## src/rtl/dtmf_regs_pkg.sv

```systemverilog
// Package: shared widths and bit positions for the DTMF host register block.
// Assumes a 4-bit host bus; status and control layouts below depend on it.
package dtmf_regs_pkg;
    parameter int unsigned NIB_W = 4;
    typedef logic [NIB_W-1:0] nib_t;

    // Primary control register fields
    localparam int unsigned CRA_TONE = 0;
    localparam int unsigned CRA_CPM  = 1;
    localparam int unsigned CRA_IRQ  = 2;
    localparam int unsigned CRA_SELB = 3;
    localparam int unsigned CRA_W    = CRA_SELB; // stored bits below redirect

    // Secondary control register fields
    localparam int unsigned CRB_BURST_OFF = 0;

    // Status nibble fields
    localparam int unsigned ST_IRQ   = 0;
    localparam int unsigned ST_TXR   = 1;
    localparam int unsigned ST_RXF   = 2;
    localparam int unsigned ST_STEER = 3;
endpackage

```

## src/rtl/dtmf_bus_strobe.sv

```systemverilog
// Module: turns host strobes into single-cycle internal events.
// Assumes strobes are synchronous to clk and rsel is steady during a read.
module dtmf_bus_strobe (
    input  logic clk,
    input  logic rst_n,
    input  logic cs_n,
    input  logic rd_n,
    input  logic wr_n,
    input  logic rsel,
    output logic wr_start,
    output logic rd_active,
    output logic stat_rd_done
);
    logic wr_act, wr_q, rd_q, rs_q;

    assign wr_act    = !cs_n && !wr_n;
    assign rd_active = !cs_n && !rd_n;
    assign wr_start  = wr_act && !wr_q;
    assign stat_rd_done = rd_q && !rd_active && rs_q;

    // Remember strobe state and the register addressed by the current read.
    always_ff @(posedge clk) begin
        if (!rst_n) begin
            wr_q <= 1'b0;
            rd_q <= 1'b0;
            rs_q <= 1'b0;
        end else begin
            wr_q <= wr_act;
            rd_q <= rd_active;
            if (rd_active) rs_q <= rsel;
        end
    end

    // a write start lasts a single cycle however long the strobe is held.
    a_r3_wr_single_pulse: assert property (@(posedge clk) disable iff (!rst_n)
        wr_start |=> !wr_start);
endmodule

```

## src/rtl/dtmf_ctrl_regs.sv

```systemverilog
// Module: two control registers behind one address with a one-shot redirect.
// Assumes wr_ctl is a single-cycle pulse per host control write.
module dtmf_ctrl_regs
    import dtmf_regs_pkg::*;
(
    input  logic             clk,
    input  logic             rst_n,
    input  logic             wr_ctl,
    input  nib_t             din,
    output logic [CRA_W-1:0] cra,
    output nib_t             crb
);
    logic to_b;

    // Steer each control write to A or B and track the one-shot redirect.
    always_ff @(posedge clk) begin
        if (!rst_n) begin
            cra  <= '0;
            crb  <= '0;
            to_b <= 1'b0;
        end else if (wr_ctl) begin
            if (to_b) begin
                crb  <= din;
                to_b <= 1'b0;
            end else begin
                cra  <= din[CRA_W-1:0];
                to_b <= din[CRA_SELB];
            end
        end
    end

    // a redirected write consumes the redirect.
    a_r5_redirect_once: assert property (@(posedge clk) disable iff (!rst_n)
        wr_ctl && to_b |=> !to_b);
    // a redirected write leaves register A alone.
    a_r5_a_kept: assert property (@(posedge clk) disable iff (!rst_n)
        wr_ctl && to_b |=> $stable(cra));
    // without a control write no control state moves.
    a_r12_ctrl_hold: assert property (@(posedge clk) disable iff (!rst_n)
        !wr_ctl |=> $stable(cra) && $stable(crb) && $stable(to_b));
endmodule

```

## src/rtl/dtmf_status_flags.sv

```systemverilog
// Module: sticky status flags set by receiver/generator events, cleared by a status read.
// Assumes event inputs are single-cycle pulses; a set beats a clear in the same cycle.
module dtmf_status_flags (
    input  logic clk,
    input  logic rst_n,
    input  logic rx_evt,
    input  logic tx_evt,
    input  logic burst_on,
    input  logic rd_clr,
    output logic rx_full,
    output logic tx_rdy,
    output logic irq_flag
);
    logic tx_set;
    assign tx_set = tx_evt && burst_on;

    // Update the three sticky flags with set priority over read clear.
    always_ff @(posedge clk) begin
        if (!rst_n) begin
            rx_full  <= 1'b0;
            tx_rdy   <= 1'b0;
            irq_flag <= 1'b0;
        end else begin
            if (rx_evt)      rx_full <= 1'b1;
            else if (rd_clr) rx_full <= 1'b0;

            if (!burst_on)   tx_rdy <= 1'b0;
            else if (tx_evt) tx_rdy <= 1'b1;
            else if (rd_clr) tx_rdy <= 1'b0;

            if (rx_evt || tx_set) irq_flag <= 1'b1;
            else if (rd_clr)      irq_flag <= 1'b0;
        end
    end

    // an event on the clearing edge still leaves the flag set.
    a_r9_set_wins: assert property (@(posedge clk) disable iff (!rst_n)
        rx_evt |=> rx_full && irq_flag);
    // a status read with no new event empties the receive flag.
    a_r8_read_clears: assert property (@(posedge clk) disable iff (!rst_n)
        rd_clr && !rx_evt |=> !rx_full);
    // burst mode off keeps transmit-ready low.
    a_r7_burst_off: assert property (@(posedge clk) disable iff (!rst_n)
        !burst_on |=> !tx_rdy);
    // whenever receive full rises the interrupt flag is up too.
    a_r6_irq_with_rx: assert property (@(posedge clk) disable iff (!rst_n)
        $rose(rx_full) |-> irq_flag);
endmodule

```

## src/rtl/dtmf_host_regs.sv

```systemverilog
// Module: top of the DTMF host register interface: bus decode, data registers,
// control registers, status flags and interrupt request.
// Assumes host strobes synchronous to clk; bus modelled as in/out/oe.
module dtmf_host_regs
    import dtmf_regs_pkg::*;
(
    input  logic clk,
    input  logic rst_n,
    input  logic cs_n,
    input  logic rd_n,
    input  logic wr_n,
    input  logic rsel,
    input  logic [3:0] bus_in,
    output logic [3:0] bus_out,
    output logic bus_oe,
    output logic irq_n,
    output logic tone_en,
    output logic cp_mode,
    output logic irq_en,
    output logic [3:0] ctl_b,
    output logic [3:0] tx_code,
    output logic tx_load,
    input  logic rx_valid,
    input  logic [3:0] rx_code,
    input  logic tx_ready,
    input  logic steer_in
);
    logic             wr_start, stat_rd_done;
    logic [CRA_W-1:0] cra;
    nib_t             crb, rx_hold, status;
    logic             burst_on, rx_full, tx_rdy, irq_flag, wr_data;

    dtmf_bus_strobe u_strobe (
        .clk(clk), .rst_n(rst_n), .cs_n(cs_n), .rd_n(rd_n), .wr_n(wr_n),
        .rsel(rsel), .wr_start(wr_start), .rd_active(bus_oe),
        .stat_rd_done(stat_rd_done)
    );

    dtmf_ctrl_regs u_ctrl (
        .clk(clk), .rst_n(rst_n), .wr_ctl(wr_start && rsel), .din(bus_in),
        .cra(cra), .crb(crb)
    );

    assign burst_on = !crb[CRB_BURST_OFF];

    dtmf_status_flags u_flags (
        .clk(clk), .rst_n(rst_n), .rx_evt(rx_valid), .tx_evt(tx_ready),
        .burst_on(burst_on), .rd_clr(stat_rd_done),
        .rx_full(rx_full), .tx_rdy(tx_rdy), .irq_flag(irq_flag)
    );

    assign wr_data = wr_start && !rsel;

    // Latch the transmit code and flag it to the generator for one cycle.
    always_ff @(posedge clk) begin
        if (!rst_n) begin
            tx_code <= '0;
            tx_load <= 1'b0;
        end else begin
            tx_load <= wr_data;
            if (wr_data) tx_code <= bus_in;
        end
    end

    // Hold the code of the last validated received digit.
    always_ff @(posedge clk) begin
        if (!rst_n)        rx_hold <= '0;
        else if (rx_valid) rx_hold <= rx_code;
    end

    // Assemble the status nibble and select the read data.
    always_comb begin
        status           = '0;
        status[ST_IRQ]   = irq_flag;
        status[ST_TXR]   = tx_rdy;
        status[ST_RXF]   = rx_full;
        status[ST_STEER] = steer_in;
        bus_out          = rsel ? status : rx_hold;
    end

    assign tone_en = cra[CRA_TONE];
    assign cp_mode = cra[CRA_CPM];
    assign irq_en  = cra[CRA_IRQ];
    assign ctl_b   = crb;
    assign irq_n   = !(irq_en && !cp_mode && irq_flag);

    // a status read without a new event releases the interrupt line.
    a_r8_irq_release: assert property (@(posedge clk) disable iff (!rst_n)
        stat_rd_done && !rx_valid && !tx_ready |=> irq_n);
    // the transmit code only moves on a data write.
    a_r12_tx_hold: assert property (@(posedge clk) disable iff (!rst_n)
        !wr_data |=> $stable(tx_code));
    // a data write is announced with a load pulse.
    a_r3_load_follows: assert property (@(posedge clk) disable iff (!rst_n)
        wr_data |=> tx_load && tx_code == $past(bus_in));
endmodule

```

## config.mk

```make
export PLATFORM = sky130hd
export DESIGN_NAME = dtmf_host_regs
export DESIGN_NICKNAME = d
export VERILOG_FILES = /design/src/rtl/dtmf_regs_pkg.sv /design/src/rtl/dtmf_bus_strobe.sv /design/src/rtl/dtmf_ctrl_regs.sv /design/src/rtl/dtmf_status_flags.sv /design/src/rtl/dtmf_host_regs.sv
export SDC_FILE = /design/constraint.sdc
export NUM_CORES = 1
export LEC_CHECK = 0
export ABC_AREA = 1
export BUFFER_PORTS_ARGS = -buffer_cell sky130_fd_sc_hd__buf_2
export CAP_MARGIN = 20
export CORE_ASPECT_RATIO = 1.1
export CORE_MARGIN = 1
export CORE_UTILIZATION = 40
export DETAILED_ROUTE_END_ITERATION = 12
export PLACE_DENSITY = 0.65
export SETUP_SLACK_MARGIN = 0.2
export SLEW_MARGIN = 20
export SYNTH_ARGS = -nofsm -noshare
export SYNTH_HDL_FRONTEND = slang
export SYNTH_SLANG_ARGS = --single-unit
```

## constraint.sdc

```tcl
create_clock -name clk -period 1.1 [get_ports clk]
set_input_delay 0.11 -clock clk [delete_from_list [all_inputs] [get_ports clk]]
set_output_delay 0.11 -clock clk [all_outputs]
set_load 0.03 [all_outputs]
```

# Word-level counts from Yosys, hierarchy flattened
# Index checks and enable logic that the tools add are counted.
# word_totals
ramBits	0
mem_count	0
latch_bits	0
wordCells	46
out_inout_bits	18
register_bits	23
mem_bits_ro	0
inputBits	17
# op_classes
n_reduce_logical	26
mux	6
order_cmp	0
multipliers	0
shift	0
addsub	0
bitwise_logic	2
eq_ne	0
div_mod_pow	0
# ops
cell	count
1-bit logical AND	10
1-bit logical NOT	9
2-bit nonzero test	3
1-bit two-way mux	5
4-bit two-way mux	1
2-bit AND reduction	2
1-bit NOT	2
2-bit OR reduction	1
1-bit logical OR	1

# Logic depth before layout (Yosys ltp)
# logic_depth
word_depth	7
depth_mapped	5
ltp_nobuf	5

# Modules after synthesis
# From an unflattened synthesis, not the netlist that was laid out.
# unflattened
cells_unflattened	140
hier_area_um2	948.4
# modules_own_cells
module	cells_per_inst	area_each_um2	seq_area_each_um2	instances
dtmf_host_regs	63	405.4	180.2	1
dtmf_ctrl_regs	43	307.8	160.2	1
dtmf_bus_strobe	17	120.1	60.1	1
dtmf_status_flags	17	115.1	60.1	1

# Worst setup path before layout
# Ideal clock, no wire load.
# synth_timing
kind	register -> output
from	register rx_hold[0]
to	output port bus_out[0]
t_arrival_ns	1.005
required_time_ns	0.990
slack_ns	-0.015
path_stages_with_launch	3
n_path_buf	0
cell_sequence	dfxtp_1 > inv_1 > o21ai_0
# synth_between
elab_chain_cells	1
# synth_lines
element	line	text
from (decl)	dtmf_host_regs.sv:30	nib_t crb, rx_hold, status;
from (signal assigned)	dtmf_host_regs.sv:68	else if (rx_valid) rx_hold <= rx_code;
4-bit two-way mux	dtmf_host_regs.sv:78	bus_out = rsel ? status : rx_hold;
to (decl)	dtmf_host_regs.sv:14	output logic [3:0] bus_out,
# Every way passes these cells.

# Worst setup path in the final report
# layout_timing
from	register u_flags.irq_flag
to	output port irq_n
# layout_between
elab_chain_cells	2
# layout_lines
element	line	text
from (decl)	dtmf_status_flags.sv:12	output logic irq_flag
from (signal assigned)	dtmf_status_flags.sv:22	irq_flag <= 1'b0;
from (signal assigned)	dtmf_status_flags.sv:31	if (rx_evt || tx_set) irq_flag <= 1'b1;
from (signal assigned)	dtmf_status_flags.sv:32	else if (rd_clr) irq_flag <= 1'b0;
1-bit logical AND	dtmf_host_regs.sv:85	assign irq_n = !(irq_en && !cp_mode && irq_flag);
1-bit logical NOT	dtmf_host_regs.sv:85	
to (decl)	dtmf_host_regs.sv:16	output logic irq_n,
# Every way passes these cells.

==> out/summary.txt <==
Hold_ws - 0.0204 ns
GR Util All Layers - 0.181
IO Port Bufs - 34
Congestion Overflow GR - 0
Number of synthesized register bits - 23
Setup Viol. Count Final - 0
I/O pin count - 35
Hold WC Path Type - input port to flop
Seq/Total Area, Yosys - 0.483
Clock tree sinks - 23
Met2 routed WL - 1080 um
Fill count - 207
Net Switching - 451 uW
DRT met1 WL - 965 um
Vias in the first global route - 831
Pwr Total - 1.59 mW
DRT antenna net count - 0
Cts bufs inserted - 3
H-tree depth - 1
Largest net degree at the start of global routing - 16
Worst skew pair latency - 0.31 ns
CP Class - flop to output port
Synth area leaders - dfxtp_1 48%, nand2_1 11%, a21oi_1 6.8%, nor2_1 6.3%, inv_1 4.7%
Fin Setup TNS - 0 ns
Core area - 0.00225 mm^2
Reg power frac - 0.563
Area growth, synth to finish - 49.2%
CTS clk-pin slew, worst paths - 0.12 ns
N_diodes - 0
Commonest cells after routing, fill and taps aside - 24 x nand2_1, 18 x buf_6, 18 x dfxtp_2, 17 x buf_2
Max rail drop VDD - 0.000958 V
Fmax - 926 MHz
CP endpoint kind - output port
Highest routed layer - met4
Placed insts - 185
Commonest non-fill, non-tap cell in the layout - nand2_1
Max_cap viols - 0
Final Hold Fails - 0
DR vias - 931
Status - finished, final reports clean
Comb pwr share - 0.196
Synth unique cells - 17
Yosys top cell area share - 0.483
Static leakage - 0.644 nW
Post-Syn Nets - 139
Syn avg cell area - 7.81 um^2
Worst Path Required - 0.99 ns
Clock network power share - 0.241
Final Slew Violations - 0
CP max FO - 3
Number of remaining DRC errors - 0
CTS tree - yes
DRT iter0 DRCs - 8
Hpwl dp - 1470 um
Internal Power - 1.14 mW
Layout Nets - 184
Die area - 0.00258 mm^2
Unrepaired setup endpoints after global routing - yes
GP Congestion - 0.715
Ys Warns - 0
Mapped Area - 953 um^2
Share of cells above drive strength 1 - 0.518
Actual slew at the worst max-slew pin - 0.344 ns
Final non-filler cell total - 196
Post-Route WL - 2150 um
Dominant cell type by area after synthesis - dfxtp_1
First-pass GRT wire length - 3520 um
CTS root buf - clkbuf_4
Cells after synthesis - 122
Area of the multi-input gates - 463 um^2
Starting Density - 0.423
Die Wd - 48.6 um
Final period util - 0.981
Clk buf depth - 2
Met3 Wirelength - 91 um
Power Density - 1120 mW/mm^2
Storage element area - 487 um^2
First-pass DRT Iterations - 4
Sw Ratio - 0.283
Slew headroom - 0.771
FP Rows - 18
Initial antenna violation count - 0
Setup crit start kind - flop
Min cycle time layout - 1.08 ns
Routed len/inst - 11.0 um
Vias/cell - 4.75
Die height - 53.2 um
Max Clock Skew - 0.00364 ns
Crit path DAT - 0.97 ns
-- cells in the mapped netlist, drive strengths merged --
master   n
nand4    7
nand2   28
inv     14
nor3     2
clkinv   1
buf      2
a21oi   13
nor2    18
dfxtp   23
nand3    7
o21ai    7
-- worst paths after layout --
| check | start | to | slack [ns] | depth (start not counted) |
|---|---|---|---|---|
| max | u_flags.irq_flag | irq_n | 0.02 | 3 |
| min reg2reg | rx_hold[1] | rx_hold[1] | 0.45 | 2 |
| max reg2reg | u_strobe.wr_q | u_ctrl.crb[0] | 0.21 | 5 |
| min | rx_code[3] | rx_hold[3] | 0.02 | 3 |
-- sequential cells by signal (all words and copies together), names as in the netlist --
name              flops
u_flags.irq_flag      1
u_flags.tx_rdy        1
u_ctrl.to_b           1
tx_load               1
u_flags.rx_full       1
u_strobe.rs_q         1
rx_hold               4
u_strobe.wr_q         1
u_ctrl.cra            3
u_strobe.rd_q         1
u_ctrl.crb            4
tx_code               4
-- final cells by class --
type	instances	area share
flip-flops and latches	23	0.342
multi-input cells	82	0.325
well taps	30	0.0264
repair inverters	1	0.00528
inverters	15	0.0466
clock buffers	4	0.0185
repair buffers	41	0.236
-- worst max-delay path, cell delays in order (launching register included) --
cell     delay [ns]
dfxtp_2        0.37
buf_6          0.10
nand3_2        0.06
buf_6          0.14
-- layer usage --
| layer | global-route usage | up-vias |
|---|---|---|
| li1 | - | 487 |
| met1 | 0.229 | 421 |
| met2 | 0.303 | 21 |
| met3 | 0.0345 | 2 |
| met4 | 0.0784 | 0 |
| met5 | 0 | - |
-- cells by family after synthesis --
kind of cell	count (synthesis)	synth area share
buffers and inverters	17	0.0761
AND/OR/NAND/NOR	62	0.336
AO/OA/AOI/OAI	20	0.105
flip-flops	23	0.483
-- per-stage QoR --
step	utilization	area, um^2	setup WS (ns)
after global placement	0.515	1160	0.193
final	0.632	1420	0.0204
after CTS	0.590	1330	0.00746
after global routing	0.632	1420	-0.0193
after detailed placement	0.515	1160	0.178
after floorplan	-	961	0.202
-- timing repair --
| action | CTS | global route |
|---|---|---|
| hold buffers | 1 | 0 |
| setup endpoints to repair | 29 | 31 |
| cloned | 1 | 0 |
| setup buffers | 1 | 4 |
| pin swaps | 0 | 12 |
| endpoints found under the hold margin | 1 | 0 |
| resized for setup | 50 | 23 |
-- power by group through the flow --
| stage | combinational (mW) | sequential, mW | clock, mW |
|---|---|---|---|
| floorplan | 0.136 | 0.926 | 0 |
| CTS | 0.283 | 0.894 | 0.391 |
| detailed placement | 0.249 | 0.905 | 0 |
| global route | 0.341 | 0.902 | 0.421 |
| global placement | 0.245 | 0.904 | 0 |
| finish | 0.313 | 0.897 | 0.384 |
(Power assumes the default switching activity.)
